<file path="src/rtl/sfe_pkg.sv">
package sfe_pkg;

  localparam int SYM_W = 3;
  localparam int MET_W = SYM_W + 1;
  localparam int NSYM  = 3;

  typedef logic signed [MET_W-1:0] metric_t;

  typedef enum logic [1:0] {
    PH_DIRECT = 2'b00,
    PH_SECOND = 2'b01,
    PH_FIRST  = 2'b10,
    PH_BAD    = 2'b11
  } phase_e;

  // Soft symbol to odd signed metric: magnitude 2k+1, sign from the MSB.
  function automatic metric_t sym_to_metric(input logic [SYM_W-1:0] s,
                                            input logic sm);
    logic [SYM_W-2:0] k;
    logic [MET_W-1:0] mag;
    k = s[SYM_W-2:0];
    if (!sm && s[SYM_W-1]) k = ~k;
    mag = {1'b0, k, 1'b1};
    return s[SYM_W-1] ? metric_t'(-mag) : metric_t'(mag);
  endfunction

endpackage

</file>
<file path="src/rtl/sfe_edge.sv">
module sfe_edge (
  input  logic clk,
  input  logic rst_n,
  input  logic strobe,
  output logic fall
);
  logic strobe_q;

  always_ff @(posedge clk or negedge rst_n) begin
    if (!rst_n) strobe_q <= 1'b0;
    else        strobe_q <= strobe;
  end

  assign fall = strobe_q & ~strobe;

endmodule

</file>
<file path="src/rtl/sfe_convert.sv">
module sfe_convert
  import sfe_pkg::*;
(
  input  logic                      code_sm,
  input  logic [NSYM-1:0][SYM_W-1:0] sym,
  input  logic [NSYM-1:0]           kill,
  output metric_t [NSYM-1:0]        met
);
  for (genvar i = 0; i < NSYM; i++) begin : g_sym
    always_comb begin
      if (kill[i]) met[i] = '0;
      else         met[i] = sym_to_metric(sym[i], code_sm);
    end
  end

endmodule

</file>
<file path="src/rtl/sfe_align.sv">
module sfe_align
  import sfe_pkg::*;
(
  input  logic               clk,
  input  logic               rst_n,
  input  logic               cap,
  input  logic               rate_half,
  input  logic [1:0]         phase,
  input  metric_t [NSYM-1:0] cur,
  output metric_t [NSYM-1:0] br,
  output logic               valid
);
  metric_t [NSYM-1:0] prev;
  metric_t [NSYM-1:0] sel;
  phase_e             ph;

  always_comb begin
    ph = phase_e'(phase);
    if (ph == PH_BAD) ph = PH_DIRECT;
    sel = cur;
    if (rate_half) begin
      sel[2] = '0;
      unique case (ph)
        PH_FIRST:  begin sel[0] = prev[1]; sel[1] = cur[0]; end
        PH_SECOND: begin sel[0] = cur[1];  sel[1] = cur[0]; end
        default:   begin sel[0] = cur[0];  sel[1] = cur[1]; end
      endcase
    end else begin
      unique case (ph)
        PH_FIRST:  begin sel[0] = prev[2]; sel[1] = cur[0];  sel[2] = cur[1]; end
        PH_SECOND: begin sel[0] = prev[1]; sel[1] = prev[2]; sel[2] = cur[0]; end
        default:   sel = cur;
      endcase
    end
  end

  always_ff @(posedge clk or negedge rst_n) begin
    if (!rst_n) begin
      prev  <= '0;
      br    <= '0;
      valid <= 1'b0;
    end else begin
      valid <= cap;
      if (cap) begin
        prev <= cur;
        br   <= sel;
      end
    end
  end

  AST_HOLD_BETWEEN: assert property (@(posedge clk) disable iff (!rst_n)
    !cap |=> $stable(br)) else $error("slots changed without capture");
  AST_VALID_PULSE: assert property (@(posedge clk) disable iff (!rst_n)
    valid |=> !valid) else $error("valid longer than one cycle");

endmodule

</file>
<file path="src/rtl/sfe_ack.sv">
module sfe_ack #(
  parameter int ACK_DLY = 68
) (
  input  logic clk,
  input  logic rst_n,
  input  logic cap,
  output logic ack_n
);
  localparam int CW = $clog2(ACK_DLY + 1);

  logic [CW-1:0] cnt;
  logic          busy;
  logic          fire;

  assign fire = busy && (cnt == '0) && !cap;

  always_ff @(posedge clk or negedge rst_n) begin
    if (!rst_n) begin
      cnt   <= '0;
      busy  <= 1'b0;
      ack_n <= 1'b1;
    end else begin
      ack_n <= ~fire;
      if (cap) begin
        cnt  <= CW'(ACK_DLY - 1);
        busy <= 1'b1;
      end else if (fire) begin
        busy <= 1'b0;
      end else if (busy) begin
        cnt <= cnt - 1'b1;
      end
    end
  end

  AST_ACK_ONE_LOW: assert property (@(posedge clk) disable iff (!rst_n)
    !ack_n |=> ack_n) else $error("ack low too long");
  AST_ACK_IDLE_HIGH: assert property (@(posedge clk) disable iff (!rst_n)
    (!busy && !cap) |=> ack_n) else $error("ack without pending capture");

endmodule

</file>
<file path="src/rtl/soft_symbol_frontend.sv">
module soft_symbol_frontend
  import sfe_pkg::*;
#(
  parameter int ACK_DLY = 68
) (
  input  logic             clk,
  input  logic             rst_n,
  input  logic             strobe,
  input  logic             code_sm,
  input  logic             rate_half,
  input  logic [1:0]       phase,
  input  logic             punc_g1,
  input  logic             punc_g2,
  input  logic [SYM_W-1:0] sym_g1,
  input  logic [SYM_W-1:0] sym_g2,
  input  logic [SYM_W-1:0] sym_g3,
  output logic [MET_W-1:0] br_g1,
  output logic [MET_W-1:0] br_g2,
  output logic [MET_W-1:0] br_g3,
  output logic             br_valid,
  output logic             ack_n
);
  logic                      cap_evt;
  logic [NSYM-1:0][SYM_W-1:0] sym_vec;
  logic [NSYM-1:0]           kill_vec;
  metric_t [NSYM-1:0]        cur_met;
  metric_t [NSYM-1:0]        br_vec;

  assign sym_vec  = {sym_g3, sym_g2, sym_g1};
  assign kill_vec = {rate_half, punc_g2, punc_g1};

  sfe_edge u_edge (
    .clk    (clk),
    .rst_n  (rst_n),
    .strobe (strobe),
    .fall   (cap_evt)
  );

  sfe_convert u_conv (
    .code_sm (code_sm),
    .sym     (sym_vec),
    .kill    (kill_vec),
    .met     (cur_met)
  );

  sfe_align u_align (
    .clk       (clk),
    .rst_n     (rst_n),
    .cap       (cap_evt),
    .rate_half (rate_half),
    .phase     (phase),
    .cur       (cur_met),
    .br        (br_vec),
    .valid     (br_valid)
  );

  sfe_ack #(.ACK_DLY(ACK_DLY)) u_ack (
    .clk   (clk),
    .rst_n (rst_n),
    .cap   (cap_evt),
    .ack_n (ack_n)
  );

  assign br_g1 = br_vec[0];
  assign br_g2 = br_vec[1];
  assign br_g3 = br_vec[2];

  AST_HALF_G3_ZERO: assert property (@(posedge clk) disable iff (!rst_n)
    (cap_evt && rate_half) |=> (br_g3 == '0)) else $error("G3 slot not zero");
  AST_PUNCT_ZERO: assert property (@(posedge clk) disable iff (!rst_n)
    (cap_evt && punc_g1 && phase == 2'b00) |=> (br_g1 == '0)) else $error("punctured G1 not zero");
  AST_ODD_METRIC: assert property (@(posedge clk) disable iff (!rst_n)
    br_valid |-> ((br_g1 == '0 || br_g1[0]) && (br_g2 == '0 || br_g2[0]) && (br_g3 == '0 || br_g3[0])))
    else $error("even nonzero metric");
  AST_VALID_AFTER_CAP: assert property (@(posedge clk) disable iff (!rst_n)
    cap_evt |=> br_valid) else $error("capture without valid");

endmodule

</file>
<file path="config.mk">
export PLATFORM = sky130hd
export DESIGN_NAME = soft_symbol_frontend
export DESIGN_NICKNAME = d
export VERILOG_FILES = /design/src/rtl/sfe_pkg.sv /design/src/rtl/sfe_edge.sv /design/src/rtl/sfe_convert.sv /design/src/rtl/sfe_align.sv /design/src/rtl/sfe_ack.sv /design/src/rtl/soft_symbol_frontend.sv
export SDC_FILE = /design/constraint.sdc
export NUM_CORES = 1
export LEC_CHECK = 0
export ABC_AREA = 1
export CAP_MARGIN = 20
export CORE_MARGIN = 4
export CORE_UTILIZATION = 28
export CTS_CLUSTER_DIAMETER = 40
export CTS_CLUSTER_SIZE = 16
export DETAILED_ROUTE_END_ITERATION = 16
export DONT_BUFFER_PORTS = 1
export GPL_TIMING_DRIVEN = 1
export HOLD_SLACK_MARGIN = 0.12
export SLEW_MARGIN = 0
export SYNTH_ARGS = -nofsm -noshare
export SYNTH_HDL_FRONTEND = slang
export SYNTH_HIERARCHICAL = 1
export SYNTH_SLANG_ARGS = --single-unit
export TNS_END_PERCENT = 50
</file>
<file path="constraint.sdc">
create_clock -name clk -period 1.77 [get_ports clk]
set_input_delay 0.2655 -clock clk [delete_from_list [all_inputs] [get_ports clk]]
set_output_delay 0.2655 -clock clk [all_outputs]
set_load 0.03 [all_outputs]
</file>
==> flow_summary_export.csv, run 1 <==
group,metric,value,unit
routing,ant_nets,0,
logic_synthesis,synth_top_area_share,39.1,%
run,max_cap_viol_count,0,
layout,postLayoutCellArea,2070,sq um
logic_synthesis,synth_fp_nets,289,
die,ios,32,
die,design.core.area,6490,sq um
clocking,htree_levels,2,
logic_synthesis,synthCells,268,
hold_path,min_path_type,"input port to flip-flop",
timing,timing.slew.headroom,72.0,%
timing,drv_slew,0,
clocking,cts_buffers,5,
clocking,cts_tree,"built",
routing,drt_iter0_drc,93,
logic_synthesis,synth_cell_types,23,
worst_setup_path,start_kind,"flip-flop",
placement,place_area,1910,sq um
timing,fin_skew,0.00494,ns
clocking,cts_setup_buffers,0,
routing,wire_per_inst,13.0,um
routing,drt_wl_total,4.51,mm
timing,hold_viol_final,0,
power,p_leak,1.09,nW
routing,drc,0,
global_route,grt_pass1_vias,1592,
global_route,grt_usage,11.6,%
power,irDropWorstVdd,320,uV
clocking,clk_latency,0.28,ns
logic_synthesis,ys_seq_area_share,40.5,%
logic_synthesis,ys_warn_count,6,
clocking,root_buffer,"clkbuf_8",
die,die_w,90.8,um
timing,setup_viol,0,
global_route,antenna_found_initial,0,
status,status,"finished clean",
die,initial_core_util,29.6,%
routing,viasPerCell,4.74,
global_route,grt_pass1_wl,7.79,mm
global_route,grt_max_degree,32,
routing,first_pass_iters,4,
global_route,grt_remaining_overflow,0,
clocking,clock_sinks,31,
clocking,cts_hold_buf,3,
timing,worst_pin_slew,0.420,ns
layout,syn_to_final_growth,7.69,%
die,rows,29,
timing,tns,0,ns
worst_setup_path,endpoint_kind,"flip-flop",
layout,nets,289,
logic_synthesis,netlist_area,1920,sq um
logic_synthesis,synth_area_leaders,"dfrtp_1 (39%), nand2_1 (20%), nand3_1 (9.9%), nor2_1 (5.5%), buf_6 (5.3%)",
worst_setup_path,critPathMaxStageDelay,0.32,ns
timing,timing.final.crit_share,77.0,%
placement,port_buffers,0,
placement,place_congestion,0.817,
die,fp.dieH,90.8,um
placement,hpwl,3.32,mm
worst_setup_path,arrival,1.59,ns
timing,rsz0062_at_grt,"no",
power,powerDensity,1170,nW/um^2
clocking,cts_resized,0,
layout,n_antenna_cell,0,
worst_setup_path,worst_path_max_delay_cell,"dfrtp_1",
worst_setup_path,required,1.99,ns
logic_synthesis,yosysTopAreaCell,"dfrtp_1",
timing,period_needed,1.36,ns
timing,fmax,0.733,GHz
worst_setup_path,cp_max_fo,29,
layout,drive_gt1_share,10.4,%
die,die_area,8240,sq um
clocking,clockBufferDepth,2,
worst_setup_path,crit_top_cell,"nor2_2",
clocking,path_clk_slew,0.07,ns
logic_synthesis,synth-seq-cells,31,
worst_setup_path,cp_cell_sequence,"inv_1 > nor2_2 > inv_4 > nor2_2 > o211ai_1 > nand2_1",
logic_synthesis,synth_area_per_cell,7.16,sq um
worst_setup_path,path_class,"flip-flop to flip-flop",
routing,num_vias,1639,
final timing paths:
kind / from / endpoint / slack [ns] / cells after the start
setup / recovery: u_edge/strobe_q / u_align/br[11] / 0.41 / 6
hold / removal: rate_half / u_align/prev[11] / 0.15 / 3
setup reg to reg: u_edge/strobe_q / u_align/br[11] / 0.41 / 6
hold reg to reg: u_align/prev[6] / u_align/prev[6] / 0.48 / 2
max in group asynchronous: rst_n / u_ack/ack_n / 1.12 / 2
min in group asynchronous: rst_n / u_ack/cnt[6] / 0.42 / 2
state kept, by name, indices dropped and copies added (netlist names):
name,cells
u_align/prev,8
u_align/br,12
u_edge/strobe_q,1
u_ack/busy,1
u_ack/cnt,7
u_ack/ack_n,1
u_align/valid,1
final cells by class:
type / count / area (sq um)
clock buffer: 6 / 82.6
clock inverter: 2 / 35.0
fill: 679 / 4430
inverter: 23 / 88.8
multi-input combinational: 203 / 940
sequential: 31 / 777
tap: 77 / 96.3
timing repair buffer: 4 / 47.5
worst max-delay path, delay by kind of cell (launching register included):
| kind | cells | cell delay, ns |
|---|---|---|
| compound gates | 1 | 0.15 |
| buf+inv | 2 | 0.25 |
| flops | 1 | 0.32 |
| simple gates | 3 | 0.58 |
Yosys cell counts:
library cell  count
nand4_1           1
xor2_1            1
buf_6             9
a21oi_1           6
nor2_1           28
inv_2             3
nor2_4            1
nand2_1         103
nand3_1          38
nand2_4           2
nand4_4           1
ha_1              3
nand3_2           1
o211ai_1          4
buf_4             1
nand2_2           3
inv_4             1
nor2_2            5
buf_2             1
inv_1            19
dfstp_2           1
dfrtp_1          30
o21ai_1           6
per-layer routing:
metal / track usage (%) / share of wire [%] / vias up
met4: 3.77 / 1.3 / 0
met1: 14.8 / 45 / 772
met5: 0 / 0 / -
met3: 3.92 / 5.7 / 4
met2: 18.5 / 48 / 26
li1: - / - / 837
placed cells by master (no fill, tap or decap):
master         netlist  layout
clkbuf_8             0       6
nand3_2              1       1
buf_4                1       1
inv_4                1       1
nand2_1            103     103
inv_2                3       3
nand4_1              1       1
dlygate4sd3_1        0       2
nor2_2               5       5
nor2_4               1       1
dfstp_2              1       1
nor2_1              28      28
o211ai_1             4       4
bufinv_16            0       1
a21oi_1              6       6
nand2_4              2       2
xor2_1               1       1
o21ai_1              6       6
dfrtp_1             30      30
nand3_1             38      38
nand4_4              1       1
nand2_2              3       3
ha_1                 3       3
clkinv_2             0       1
buf_12               0       1
inv_1               19      19
power breakdown:
group	total, mW	leakage [nW]	internal, mW	switching (mW)
logic	0.613	0.641	0.226	0.387
clock network	0.727	0.0612	0.455	0.272
registers	1.08	0.385	0.851	0.228
total	2.42	1.09	1.53	0.887
per-stage QoR:
step                      cells  util [%]  hold WS (ns)  setup slack [ns]  power (mW)
after CTS                   346      31.8         0.143             0.373        2.46
after floorplan             268         -       -0.0301             0.553        1.58
final                       346      31.8         0.155             0.406        2.42
after global routing        346      31.8         0.164             0.247        2.60
after global placement      335      29.4       -0.0284             0.356        1.67
after detailed placement    335      29.4       -0.0285             0.334        1.68
logic make-up (layout without fill, tap and decap cells):
logic type | after synthesis | after routing | synth area share [%]
AO/OA/AOI/OAI | 16 | 16 | 4.69
XOR/XNOR | 1 | 1 | 0.456
adder cells (fa/ha/maj) | 3 | 3 | 1.96
buffers and inverters | 34 | 35 | 10.6
flip-flops | 31 | 31 | 40.5
AND/OR/NAND/NOR | 183 | 183 | 41.9
No activity file was read; power rests on OpenSTA's default activity.
==> run 2: changes to the inputs <==
Settings changed: ABC_AREA 1 to 0.
Clock period 1.77 ns to 1.1 ns, I/O delays scaled along.
==> run 2 against run 1 <==
Compared with the run above:
- the flow now finishes with violations (setup timing)
- highest routed layer unchanged
- flip-flop and latch count unchanged
- synthesized cell count fell by 34%
- combinational power increased to 3.3 times the previous value
- cell count is 12% lower
- count of clock-buffer cells in the layout stayed put
- largest cell class unchanged
- clock power rose by 62%
- hold slack worse by 0.013 ns
- critical endpoint is now u_ack/cnt[3]
- register-to-register slack got worse by 0.77 ns
- global-route usage is 0.75 points higher
- routed wire length increased by 2.0%
- critical path type unchanged
- synthesized area shrank 3.7%
==> flow_summary_export.csv, run 2 <==
group,metric,value,unit
routing,num_vias,1499,
power,clock_power_share,24.8,%
worst_setup_path,rrSetupSlack,-0.36,ns
timing,rsz0062_at_grt,"yes",
power,powerDensity,1800,nW/um^2
worst_setup_path,required,1.26,ns
logic_synthesis,yosysTopAreaCell,"dfrtp_1",
die,rows,29,
die,design.core.area,6390,sq um
power,pwr-share-comb,42.6,%
timing,worst_slack,-0.364,ns
logic_synthesis,synth_fp_nets,199,
layout,nets,246,
logic_synthesis,ys_seq_area_share,42.0,%
die,ios,32,
die,initial_core_util,29.0,%
routing,first_pass_iters,4,
global_route,grt_usage,12.4,%
routing,drt_iter0_drc,116,
routing,drc,0,
routing,wire_per_inst,15.2,um
layout,drive_gt1_share,48.7,%
routing,ant_nets,0,
power,p_switching,1.53,mW
global_route,antenna_found_initial,0,
die,die_w,89.3,um
logic_synthesis,synth-main-ff-cell,"dfrtp_1",
timing,fin_skew,0.00629,ns
global_route,grt_pass1_wl,7.55,mm
clocking,clock_sinks,31,
timing,drv_slew,0,
clocking,clk_latency,0.28,ns
timing,period_needed,1.46,ns
status,violations,"setup timing",
logic_synthesis,synth.most_common_cell,"dfrtp_1",
logic_synthesis,synth_cell_types,39,
placement,port_buffers,0,
timing,setup_viol,21,
timing,timing.final.crit_share,133,%
global_route,grt_max_degree,32,
die,fp.dieH,89.3,um
logic_synthesis,netlist_area,1850,sq um
worst_setup_path,start_kind,"flip-flop",
routing,drt_wl_total,4.59,mm
logic_synthesis,synth_area_leaders,"dfrtp_1 (41%), mux2_2 (6.7%), mux2_4 (6.5%), nor2b_1 (5.1%), inv_1 (3.9%)",
timing,fmax,0.683,GHz
layout,layout_commonest_cell,"buf_4",
placement,hpwl,3.20,mm
worst_setup_path,regToRegStartpoint,"u_ack/cnt[2]",
logic_synthesis,synth-seq-cells,31,
hold_path,worstHoldStart,"strobe",
worst_setup_path,cp_max_fo,2,
run,max_cap_viol_count,0,
logic_synthesis,synth-edff-count,0,
logic_synthesis,synthCells,178,
logic_synthesis,ys_async_sr_fraction,100,%
placement,place_congestion,0.775,
power,irDropWorstVdd,913,uV
layout,largest_reg_flops,12,
clocking,clockBufferDepth,2,
clocking,cts_tree,"built",
logic_synthesis,synth_top_area_share,40.6,%
routing,viasPerCell,4.95,
power,p_leak,1.20,nW
timing,hold_viol_final,0,
die,die_area,7970,sq um
clocking,path_clk_slew,0.06,ns
layout,most-common-layout-cells,"buf_4 (36), dfrtp_1 (30), mux2_4 (19)",
logic_synthesis,synth_common_cells,"dfrtp_1 (30), inv_1 (19), nor2_1 (19)",
worst_setup_path,path_class,"flip-flop to flip-flop",
logic_synthesis,synth_area_per_cell,10.4,sq um
power,p_seq_share,32.5,%
worst_setup_path,crit_start,"u_ack/cnt[2]",
layout,syn_to_final_growth,42.3,%
layout,n_fill_cell,600,
timing,timing.slew.headroom,66.7,%
clocking,root_buffer,"clkbuf_8",
logic_synthesis,ys_warn_count,6,
worst_setup_path,arrival,1.63,ns
layout,regMostFlops,"u_align/br",
global_route,grt_pass1_vias,1547,
layout,postLayoutCellArea,2630,sq um
power,power,4.73,mW
power,p_int,3.20,mW
clocking,htree_levels,2,
layout,reg.largest.list,"u_align/br (12), u_align/prev (8), u_ack/cnt (7)",
power,p_sw_share,32.4,%
timing,worst_pin_slew,0.498,ns
placement,place_area,2260,sq um
global_route,grt_remaining_overflow,0,
layout,n_antenna_cell,0,
worst_setup_path,endpoint_kind,"flip-flop",
clocking,cts_buffers,5,
hold_path,min_path_type,"input port to flip-flop",
status,status,"complete, but fails checks",
==> run 2: kinds of logic (layout without fill, tap and decap cells) <==
group           after synthesis  count (layout)  synth area share, %
fa+ha+maj                     3               3                 2.03
compound gates               39              39                 16.8
simple gates                 54              54                 17.2
buf+inv                      28              76                 6.43
flops                        31              31                 42.0
mux                          23              23                 15.5
==> run 2: repair_timing <==
item | 4_1_cts | 5_1_grt
hold buffers | 4 | 0
gates resized for setup | 17 | 24
endpoints found under the hold margin | 36 | 0
buffers inserted | 4 | 3
pin swaps | 4 | 2
setup endpoints to repair | 24 | 26
==> run 2: path summary, 6_finish.rpt <==
kind                                   end  cells after the start
setup / recovery              u_ack/cnt[3]                      3
hold / removal               u_align/valid                      2
setup reg to reg              u_ack/cnt[3]                      3
hold reg to reg            u_align/prev[6]                      1
max in group asynchronous      u_ack/ack_n                      2
min in group asynchronous    u_align/br[0]                      2
==> run 2: worst max-delay path, stage by stage (launching register included) <==
cell     delay [ns]
dfrtp_1        0.38
or4b_4         0.53
a21oi_2        0.14
mux2_4         0.31
==> run 2: final cells by class <==
class	count	area, sq um	area share (%)
multi-input cells	119	1140	43.4
flip-flops and latches	31	777	29.5
repair buffers	48	418	15.9
well taps	77	96.3	3.66
clock buffers	6	82.6	3.14
inverters	20	80.1	3.04
clock inverters	2	35.0	1.33
==> run 2: power groups by stage <==
stage          Combinational (mW)  Clock [mW]  Sequential [mW]
2_1_floorplan               0.882           0             1.72
3_3_place_gp                 1.62           0             1.55
3_5_place_dp                 1.65           0             1.56
4_1_cts                      1.88        1.22             1.53
5_1_grt                      2.19        1.26             1.57
6_report                     2.02        1.18             1.54
==> run 2: stage by stage <==
stage / setup slack (ns) / utilization, % / hold WS [ns] / TNS [ns] / instances
6_report: -0.364 / 41.2 / 0.142 / -2.63 / 303
5_1_grt: -0.401 / 41.2 / 0.142 / -3.56 / 303
4_1_cts: -0.361 / 39.4 / 0.135 / -2.72 / 300
3_5_place_dp: -0.405 / 35.3 / -0.130 / -3.32 / 284
3_3_place_gp: -0.361 / 35.3 / -0.129 / -3.09 / 284
2_1_floorplan: -0.354 / - / -0.131 / -2.36 / 178
==> run 2: metal layers <==
metal	global-route usage [%]	wire [um]
met5	0	0
met4	5.55	75
met3	2.58	207
met2	18.6	2170
met1	17.0	2140
==> run 3: changes to the inputs <==
Settings changed: GPL_TIMING_DRIVEN 1 to default, RECOVER_POWER from default to 100.
==> run 3 against run 2 <==
Compared with the run above:
- the run still ends with setup timing left
- via count hardly changed
- clock skew hardly changed
- cell count stayed put
- hold slack better by 0.011 ns
- non-clock buffer count stayed put
- utilization is 0.80 points lower
- sequential share of layout area is 0.59 points higher
- clock power hardly changed
- largest power group unchanged
- highest routed layer unchanged
==> flow_summary_export.csv, run 3 (same netlist as run 2, synthesis figures left out) <==
group,metric,value,unit
timing,timing.slew.headroom,47.0,%
status,status,"complete, but fails checks",
layout,syn_to_final_growth,39.5,%
status,violations,"setup timing",
timing,drv_slew,0,
worst_setup_path,required,1.26,ns
layout,regMostFlops,"u_align/br",
layout,nets,246,
timing,timing.final.crit_share,133,%
hold_path,min_to,"u_align/br[9]",
clocking,cts_tree,"built",
layout,reg.largest.list,"u_align/br (12), u_align/prev (8), u_ack/cnt (7)",
power,p_sw_share,32.6,%
worst_setup_path,start_kind,"flip-flop",
worst_setup_path,cp_max_fo,2,
clocking,path_clk_slew,0.07,ns
routing,num_vias,1500,
global_route,grt_remaining_overflow,0,
placement,place_congestion,0.775,
power,irDropWorstVdd,910,uV
layout,n_fill_cell,611,
worst_setup_path,regToRegStartpoint,"u_ack/cnt[2]",
timing,setup_viol,23,
worst_setup_path,arrival,1.63,ns
die,rows,29,
clocking,clockBufferDepth,2,
routing,first_pass_iters,4,
die,design.core.area,6390,sq um
die,die_area,7970,sq um
layout,ff_latch_area,777,sq um
power,p_seq_share,32.8,%
global_route,antenna_found_initial,0,
timing,rsz0062_at_grt,"yes",
worst_setup_path,r2r_cells,3,
power,pwr-share-comb,42.1,%
hold_path,min_path_type,"input port to flip-flop",
layout,most-common-layout-cells,"dfrtp_1 (30), buf_4 (23), mux2_4 (19)",
power,p_switching,1.53,mW
hold_path,hold_depth,2,
die,die_w,89.3,um
routing,drt_iter0_drc,108,
die,fp.dieH,89.3,um
timing,fmax,0.683,GHz
layout,fin_cells,303,
worst_setup_path,rrSetupSlack,-0.36,ns
timing,period_needed,1.46,ns
clocking,htree_levels,2,
routing,ant_nets,0,
layout,multiInputGateArea,1140,sq um
power,p_leak,1.18,nW
routing,viasPerCell,4.95,
power,powerDensity,1810,nW/um^2
layout,layout_commonest_cell,"dfrtp_1",
global_route,grt_usage,12.4,%
hold_path,worstHoldStart,"rate_half",
placement,port_buffers,0,
routing,drt_wl_total,4.62,mm
global_route,grt_max_degree,32,
worst_setup_path,path_class,"flip-flop to flip-flop",
global_route,grt_pass1_vias,1547,
timing,worst_pin_slew,0.795,ns
die,initial_core_util,29.0,%
routing,drc,0,
worst_setup_path,endpoint_kind,"flip-flop",
clocking,clock_sinks,31,
placement,dp.cells,284,
global_route,grt_pass1_wl,7.55,mm
timing,hold_viol_final,0,
clocking,root_buffer,"clkbuf_8",
die,ios,32,
worst_setup_path,r2r-end,"u_ack/cnt[3]",
power,p_int,3.15,mW
layout,final_core_util,40.4,%
clocking,cts_buffers,5,
timing,worst_slack,-0.364,ns
placement,hpwl,3.20,mm
layout,drive_gt1_share,48.7,%
timing,fin_skew,0.00588,ns
power,clock_power_share,25.1,%
clocking,clk_latency,0.28,ns
routing,wire_per_inst,15.2,um
layout,largest_reg_flops,12,
run,max_cap_viol_count,0,
placement,dpl_worst_slack,-0.405,ns
layout,n_antenna_cell,0,
run 3: power by group through the flow:
stage	clock network, mW	logic (mW)	registers [mW]
after global routing	1.26	2.14	1.57
final	1.17	1.97	1.54
after detailed placement	0	1.65	1.56
after global placement	0	1.62	1.55
after floorplan	0	0.882	1.72
after CTS	1.22	1.88	1.53
run 3: cell type report:
cell class,instances,share of cell area [%]
clock buffers,6,3.20
clock inverters,2,1.36
inverters,20,3.10
multi-input cells,119,44.3
flip-flops and latches,31,30.1
well taps,77,3.73
repair buffers,48,14.2
run 3: metal layers:
layer	vias up	share of wire, %	GRT usage [%]
li1	724	-	-
met2	44	46	18.6
met4	0	1.6	5.55
met1	726	47	17.0
met5	-	0	0
met3	6	5.2	2.58
run 3: stage by stage:
step,area (sq um),TNS (ns),power [mW],hold slack (ns)
after floorplan,1940,-2.36,2.60,-0.131
final,2580,-2.67,4.68,0.152
after CTS,2510,-2.72,4.63,0.135
after detailed placement,2260,-3.32,3.20,-0.130
after global routing,2580,-6.04,4.97,0.145
after global placement,2260,-3.09,3.17,-0.129
run 3: worst max path at each step:
stage	startpoint	to	slack [ns]	depth (start not counted)
6_report	u_ack/cnt[2]	u_ack/cnt[3]	-0.36	3
5_1_grt	u_ack/cnt[2]	u_ack/cnt[3]	-0.40	3
4_1_cts	u_ack/cnt[1]	u_ack/cnt[3]	-0.36	3
3_5_place_dp	u_ack/cnt[1]	u_ack/cnt[3]	-0.41	3
3_3_place_gp	u_ack/cnt[1]	u_ack/cnt[3]	-0.36	3
2_1_floorplan	u_ack/cnt[1]	u_ack/cnt[3]	-0.35	3
run 3: critical path: stages (launching register included):
cell and delay, ns:
dfrtp_1 0.38, or4b_4 0.53, a21oi_2 0.14, mux2_4 0.31
run 3: timing repair:
item,CTS,global route
hold buffers,4,0
endpoints found under the setup margin,24,26
pin swaps,4,2
resized for setup,17,24
hold endpoints to repair,36,0
buffers inserted,4,3
